**config.mk**
```make
export PLATFORM = sky130hd
export DESIGN_NAME = lwf_fill_seq
export DESIGN_NICKNAME = d
export VERILOG_FILES = /design/src/rtl/lwf_pkg.sv /design/src/rtl/lwf_lane_merge.sv /design/src/rtl/lwf_ctrl.sv /design/src/rtl/lwf_fill_seq.sv
export SDC_FILE = /design/constraint.sdc
export NUM_CORES = 1
export LEC_CHECK = 0
export BUFFER_PORTS_ARGS = -buffer_cell sky130_fd_sc_hd__buf_2
export CAP_MARGIN = 0
export CORE_UTILIZATION = 48
export DETAILED_ROUTE_END_ITERATION = 7
export HOLD_SLACK_MARGIN = 0.02
export PLACE_DENSITY = 0.82
export SLEW_MARGIN = 10
export SYNTH_ARGS = -nofsm -noshare
export SYNTH_HDL_FRONTEND = slang
export SYNTH_SLANG_ARGS = --single-unit
```
**constraint.sdc**
```tcl
create_clock -name clk -period 6 [get_ports clk]
set_input_delay 1.2 -clock clk [delete_from_list [all_inputs] [get_ports clk]]
set_output_delay 1.2 -clock clk [all_outputs]
set_load 0.05 [all_outputs]
```
**src/rtl/lwf_pkg.sv**
```systemverilog
package lwf_pkg;

    localparam int LW_BYTES = 4;
    localparam int LW_BITS  = 8 * LW_BYTES;
    localparam int OFF_W    = $clog2(LW_BYTES);

    typedef enum logic [1:0] {
        TERM_NONE = 2'b00,
        TERM_8    = 2'b01,
        TERM_16   = 2'b10,
        TERM_32   = 2'b11
    } term_e;

    typedef enum logic [1:0] {
        ST_IDLE = 2'b00,
        ST_BUS  = 2'b01,
        ST_DONE = 2'b10
    } state_e;

    typedef struct packed {
        logic [LW_BITS-1:0] data;
        logic [OFF_W-1:0]   offset;
        logic               inhibited;
    } fill_ctx_t;

    // port bytes minus one, used as a byte-offset mask
    function automatic logic [OFF_W-1:0] port_mask(input term_e t);
        case (t)
            TERM_16: port_mask = 2'd1;
            TERM_32: port_mask = 2'd3;
            default: port_mask = 2'd0;
        endcase
    endfunction

    // pick a byte lane from the top-justified port data
    function automatic logic [7:0] lane_byte(input logic [LW_BITS-1:0] d,
                                             input logic [OFF_W-1:0] lane);
        case (lane)
            2'd0:    lane_byte = d[31:24];
            2'd1:    lane_byte = d[23:16];
            2'd2:    lane_byte = d[15:8];
            default: lane_byte = d[7:0];
        endcase
    endfunction

endpackage

```
**src/rtl/lwf_lane_merge.sv**
```systemverilog
module lwf_lane_merge
    import lwf_pkg::*;
(
    input  logic [LW_BITS-1:0] cur_data,
    input  logic [OFF_W-1:0]   offset,
    input  term_e              term,
    input  logic [LW_BITS-1:0] rdata,
    output logic [LW_BITS-1:0] next_data,
    output logic [OFF_W:0]     next_offset
);

    logic [OFF_W-1:0] mask;
    logic [OFF_W-1:0] last_byte;

    assign mask        = port_mask(term);
    assign last_byte   = offset | mask;
    assign next_offset = {1'b0, last_byte} + 1'b1;

    for (genvar j = 0; j < LW_BYTES; j++) begin : g_byte
        localparam logic [OFF_W-1:0] IDX = OFF_W'(j);
        logic [OFF_W-1:0] lane;
        logic             take;
        assign lane = IDX & mask;
        assign take = (IDX >= offset) && (IDX <= last_byte);
        assign next_data[LW_BITS-1-8*j -: 8] =
            take ? lane_byte(rdata, lane) : cur_data[LW_BITS-1-8*j -: 8];
    end

endmodule

```
**src/rtl/lwf_ctrl.sv**
```systemverilog
module lwf_ctrl
    import lwf_pkg::*;
(
    input  logic   clk,
    input  logic   rst,
    input  logic   start,
    input  logic   beat,
    input  logic   last,
    output state_e state
);

    state_e state_n;

    always_comb begin
        state_n = state;
        case (state)
            ST_IDLE: if (start)        state_n = ST_BUS;
            ST_BUS:  if (beat && last) state_n = ST_DONE;
            ST_DONE:                   state_n = ST_IDLE;
            default:                   state_n = ST_IDLE;
        endcase
    end

    always_ff @(posedge clk) begin
        if (rst) state <= ST_IDLE;
        else     state <= state_n;
    end

endmodule

```
**src/rtl/lwf_fill_seq.sv**
```systemverilog
module lwf_fill_seq
    import lwf_pkg::*;
#(
    parameter int ADDR_W = 32
) (
    input  logic              clk,
    input  logic              rst,
    input  logic              fill_req,
    input  logic [ADDR_W-1:0] fill_addr,
    output logic              fill_done,
    output logic [31:0]       fill_data,
    output logic              fill_cached,
    output logic              bus_req,
    output logic [ADDR_W-1:0] bus_addr,
    output logic [1:0]        bus_size,
    input  logic [1:0]        bus_term,
    input  logic              bus_inhibit,
    input  logic [31:0]       bus_rdata,
    output logic              cw_en,
    output logic [ADDR_W-1:0] cw_addr,
    output logic [31:0]       cw_data
);

    localparam int TAG_W = ADDR_W - OFF_W;

    state_e             state;
    fill_ctx_t          ctx;
    logic [TAG_W-1:0]   tag;
    term_e              term;
    logic               beat;
    logic [LW_BITS-1:0] merged;
    logic [OFF_W:0]     off_next;
    logic               accept;

    assign term   = term_e'(bus_term);
    assign beat   = (state == ST_BUS) && (term != TERM_NONE);
    assign accept = (state == ST_IDLE) && fill_req;

    lwf_ctrl u_ctrl (
        .clk   (clk),
        .rst   (rst),
        .start (fill_req),
        .beat  (beat),
        .last  (off_next[OFF_W]),
        .state (state)
    );

    lwf_lane_merge u_merge (
        .cur_data    (ctx.data),
        .offset      (ctx.offset),
        .term        (term),
        .rdata       (bus_rdata),
        .next_data   (merged),
        .next_offset (off_next)
    );

    always_ff @(posedge clk) begin
        if (rst) begin
            ctx <= '0;
            tag <= '0;
        end else if (accept) begin
            ctx <= '0;
            tag <= fill_addr[ADDR_W-1:OFF_W];
        end else if (beat) begin
            ctx.data      <= merged;
            ctx.offset    <= off_next[OFF_W-1:0];
            ctx.inhibited <= ctx.inhibited | bus_inhibit;
        end
    end

    assign bus_req     = (state == ST_BUS);
    assign bus_addr    = {tag, ctx.offset};
    assign bus_size    = OFF_W'(0) - ctx.offset;
    assign fill_done   = (state == ST_DONE);
    assign fill_data   = ctx.data;
    assign fill_cached = !ctx.inhibited;
    assign cw_en       = fill_done && !ctx.inhibited;
    assign cw_addr     = {tag, {OFF_W{1'b0}}};
    assign cw_data     = ctx.data;

endmodule

```
# [Word-level counts from Yosys, hierarchy flattened]
# Index checks and enable logic that the tools add are counted.
[classes] eq_ne=8 muxes=7 n_reduce_logical=20 add_sub_neg=2 bitwise_logic=2 magnitude_cmp=8
[op_table] cell="one-hot mux 8 bit (2 select lines)" n=2
[op_table] cell="one-hot mux 8 bit (3 select lines)" n=1
[op_table] cell="AND reduction 2 bit" n=5
[op_table] cell="== test 2 bit, second input constant" n=4
[op_table] cell="logical AND 1 bit" n=8
[op_table] cell="logical NOT 2 bit" n=4
[op_table] cell="one-hot mux 2 bit (2 select lines)" n=2
[op_table] cell="== test 2 x 1 -> 1 bit, second input constant" n=2
[op_table] cell="greater-or-equal comparator 1 x 2 -> 1 bit, first input constant" n=2
[op_table] cell="greater-or-equal comparator 2 bit, first input constant" n=2
[op_table] cell="<= comparator 1 x 2 -> 1 bit, first input constant" n=2
[op_table] cell="<= comparator 2 bit, first input constant" n=2
[op_table] cell="2-to-1 mux 2 bit" n=2
[op_table] cell="adder 2 x 1 -> 3 bit, second input constant" n=1
[op_table] cell="!= test 2 x 1 -> 1 bit, second input constant" n=1
[op_table] cell="!= test 2 bit, second input constant" n=1
[op_table] cell="bitwise OR 2 bit" n=1
[op_table] cell="nonzero test 2 bit" n=1
[op_table] cell="OR reduction 2 bit" n=1
[op_table] cell="subtractor 1 x 2 -> 2 bit, first input constant" n=1
[op_table] cell="logical NOT 1 bit" n=1
[op_table] cell="bitwise OR 1 bit" n=1
[totals] output_inout_bits=134 in_bits=70 register_bits=67 word_cells=55

# [Longest topological paths before layout]
[depth] ltp_word=7 depth_mapped=10

# [Modules after synthesis]
# Synthesis repeated with hierarchy kept, for this count alone.
[unflattened] cells_unflattened=517 area_unflattened_um2=4070.2
[modules_own_cells] module="lwf_fill_seq" cells_each=399 area_each_um2=3220.6 n_inst=1
[modules_own_cells] module="lwf_lane_merge" cells_each=112 area_each_um2=782.0 n_inst=1
[modules_own_cells] module="lwf_ctrl" cells_each=6 area_each_um2=67.6 n_inst=1

# [Worst setup path before layout]
# OpenSTA, ideal clock, no wires.
[synth_path] path_kind="input -> register" startpoint="input port bus_term[1]" endpoint="register ctx, in the netlist cw_data[21]" cell_stages=10 path_slack_ns=3.089 arrival_ns=2.832 path_buffers=3 cell_sequence="buf_4 > nand2_1 > buf_4 > nand2_1 > inv_1 > ha_1 > a2111oi_4 > buf_6 > nor2_1 > a211oi_2"
[synth_via] elab_chain_len=6
[synth_lines] element="start, declared" line_no="lwf_fill_seq.sv:16" rtl="input logic [1:0] bus_term,"
[synth_lines] element="== test 2 bit" line_no="lwf_pkg.sv:28" rtl="case (t)"
[synth_lines] element="one-hot mux 2 bit (2 select lines)" line_no="lwf_pkg.sv:28"
[synth_lines] element="bitwise OR 2 bit" line_no="lwf_lane_merge.sv:16" rtl="assign last_byte = offset | mask;"
[synth_lines] element="<= comparator 1 x 2 -> 1 bit" line_no="lwf_lane_merge.sv:24" rtl="assign take = (IDX >= offset) && (IDX <= last_byte);"
[synth_lines] element="logical AND 1 bit" line_no="lwf_lane_merge.sv:24"
[synth_lines] element="AND reduction 2 bit (no line)"
[synth_lines] element="end, declared" line_no="lwf_fill_seq.sv:27" rtl="fill_ctx_t ctx;"
# Several ways; a longest one is shown, not always the timed one.
# A chain may end at the register's enable or synchronous reset.

# [Worst setup path in the final report]
[layout_path] startpoint="input port bus_term[1]" endpoint="register ctx, in the netlist cw_data[19]"
# Same word-level chain as after synthesis.

==> metrics.log <==
[metrics] post-route clock skew: 0.0126 ns
[metrics] count of endpoints failing setup in the final report: 0
[metrics] power density relative to cell area: 292 nW/um2
[metrics] leftover overflow at the end of global routing: 0
[metrics] Worst VDD drop: 0.197 mV
[metrics] Fmax: 276 MHz
[metrics] arrival time of data at the critical path endpoint: 3.87 ns
[metrics] most common cell in the synthesized netlist: buf_4
[metrics] share of cells above drive strength 1: 0.422
[metrics] Slew @ Worst Pin: ~1.0 ns
[metrics] library cell with the largest summed area after synthesis: dfxtp_1
[metrics] via count: 3047
[metrics] required arrival time at the worst endpoint: 6.24 ns
[metrics] post-route fraction of the period consumed by the critical path: 0.604
[metrics] setup_tns: 0 ns
[metrics] Detailed Route Iter0 Violations: 104
[metrics] post-CTS sizing: 0
[metrics] post-DP HPWL: 6320 um
[metrics] number of input and output port buffers inserted: 199
[metrics] Total Wirelength: between 8000 and 9000 um
[metrics] Routed WL per cell: 13.3 um
[metrics] number of synthesized register bits: between 60 and 70
[metrics] total setup buffers inserted after CTS: 0
[metrics] post-detailed-route DRC marker count: 0
[metrics] CP Launch Type: input pin
[metrics] Simple-Gate Fraction of Synth Area: 0.143
[metrics] yosys synthesis warning count: 0
[metrics] count of boundary I/O pins: 204
[metrics] multiplexer area fraction after synthesis: 0.0670
[metrics] Nets: 601
[metrics] post-detailed-route count of antenna-violating nets: 0
[metrics] critical setup path kind: in -> reg
[metrics] average instance area after synthesis: roughly 8 um2
[metrics] count of inserted antenna diode cells: 0
[metrics] die height: 88.5 um
[metrics] x dimension of the die: 88.5 um
[metrics] minimum period implied by the final worst setup slack: 3.62 ns
[metrics] outcome: completed
[metrics] first-pass GRT wire length: 12400 um
[metrics] Synth-to-Final Area Change: 13.4%
[metrics] site row count: 31
[metrics] CTS tree: yes
[metrics] largest cells by area after synthesis: dfxtp_1, buf_4, nand2_1
[metrics] insertion delay to the later sink of the worst-skew pair: 0.33 ns
[metrics] post-route core utilization: 0.561
[metrics] CTS HTree Levels: 3
[metrics] CTS max path bufs: 2
[metrics] gate count of the mapped netlist: 439
[metrics] pin count of the biggest net entering global routing: 34
[metrics] number of buffers created by CTS: 9
[metrics] setup repair after global routing missed its margin: no
[metrics] proportion of netlist area held by the largest area contributor: 0.374
[metrics] clk root buf: clkbuf_8
[metrics] floorplan die area: 7820 um2
[metrics] netlist area before placement: 3590 um2
[metrics] xor/xnor share of the synthesized area: 0
[metrics] DP Area: between 3000 and 4000 um2
[metrics] worst-path fanout max: 29
[metrics] count of flip-flops with a built-in enable after synthesis: 0
[metrics] CTS sink cnt: 67
[metrics] number of global-route vias before repair: 2585
[metrics] Slew HR: 0.310
[metrics] top cells by count, synth: buf_4, nand2_1, dfxtp_1
[metrics] post-CTS clock slew at the launch and capture registers of the worst setup and hold paths: 0.07 ns
[metrics] depth of the worst register-to-register path: 5
[metrics] maxcap violations: 0
[metrics] number of antenna violations at the first check in global routing: 0
[metrics] post-synthesis share of cell area spent on full adders, half adders and majority gates: 0.0140
[metrics] fin area: roughly 4100 um2
[metrics] main combinational cell family by area after synthesis: buffers and inverters
[metrics] Pleak: 2.10 nW
[metrics] Via density: 4.84
[metrics] final-report max-slew violation count: 0
[metrics] number of unique standard cell types used by synthesis: 27
[metrics] Cells on Worst Hold Path: 2
[metrics] Final Hold Vio Count: 0
[metrics] starting density of the core: 0.495
[metrics] GPL Wtd Cong: 0.877
[metrics] Core Footprint: 7250 um2
[metrics] GRT Total Usage: 0.208
[metrics] number of optimization iterations in the first detailed-route pass: 4
[metrics] number of hold buffers added after cts: 0
[metrics] Synth Flop Type: dfxtp_1
[metrics] ys async rst share: 0
[metrics] compound-gate portion of the synthesized area: 0.154
[metrics] type of the most critical hold path: reg -> reg
[metrics] post-synthesis sequential area ratio: 0.374
[metrics] kind of capture point of the worst setup path: register
==> worst paths after layout <==
kind,from,to,slack [ns]
max,bus_term[1],cw_data[19],2.38
min,cw_data[6],cw_data[6],0.47
max reg2reg,u_ctrl.state[0],cw_data[19],3.66
min reg2reg,cw_data[6],cw_data[6],0.47
==> report_power, final <==
group / switching, mW / internal (mW) / total [mW] / leakage [nW]
Sequential: 0.0167 / 0.466 / 0.483 / 0.546
Clock: 0.158 / 0.236 / 0.394 / 0.109
Combinational: 0.237 / 0.0744 / 0.312 / 1.45
Total: 0.412 / 0.776 / 1.19 / 2.10
==> per-stage QoR <==
stage	power, mW	hold slack [ns]	setup WS, ns	cells
floorplan	0.766	0.437	3.09	440
CTS	1.20	0.471	2.40	630
global placement	0.801	0.451	2.15	615
global route	1.24	0.489	2.09	630
detailed placement	0.805	0.461	2.06	615
finish	1.19	0.470	2.38	630
==> placed cells by master, fill, tap and decap left out <==
cell type  instances
buf_2            199
nand2_1           88
dfxtp_1           67
a21oi_1           60
mux2i_1           24
nor2_1            16
a211oi_1          14
clkbuf_8          13
nand3_1           11
o211ai_1           8
inv_1              7
ha_1               4
and2_1             3
nand2b_1           2
a211oi_2           2
conb_1             2
nand2b_4           1
and2b_2            1
or2_2              1
a31oi_2            1
a31o_2             1
nor2_2             1
o22ai_2            1
a2111oi_4          1
bufinv_16          1
clkbuf_1           1
buf_4              1
==> layout make-up <==
type                       instances  area, um2
sequential                        67       1340
timing repair buffer             200       1000
fill                             691       3180
tap                               99        124
multi-input combinational        242       1360
clock inverter                     1       30.0
inverter                           7       26.3
clock buffer                      14        183
==> registers in the layout, indices dropped and copies added, names as in the netlist <==
signal,flops
bus_addr,2
ctx,1
cw_data,32
tag,30
u_ctrl.state,2
==> routing by layer <==
layer  vias to the layer above  share of wire  global-route usage
met1                      1383           0.43               0.252
met2                       127           0.50               0.357
met4                         0         0.0057              0.0733
met3                         4          0.062              0.0550
met5                         -              0                   0
li1                       1533              -                   -
==> critical path, stage by stage <==
cell and delay [ns]:
buf_2 0.46, nand2_1 0.50, nand2_1 0.24, inv_1 0.06
ha_1 0.20, a2111oi_4 0.85, nor2_1 0.08, a211oi_1 0.26
==> cell families (layout without fill, tap and decap cells) <==
| group | Yosys count | after routing |
|---|---|---|
| AOI/OAI and AO/OA | 88 | 88 |
| buffers and inverters | 131 | 222 |
| other | 1 | 2 |
| DFF | 67 | 67 |
| muxes | 24 | 24 |
| and+or+nand+nor | 124 | 124 |
| adders and majority gates | 4 | 4 |
(Power assumes the default switching activity.)
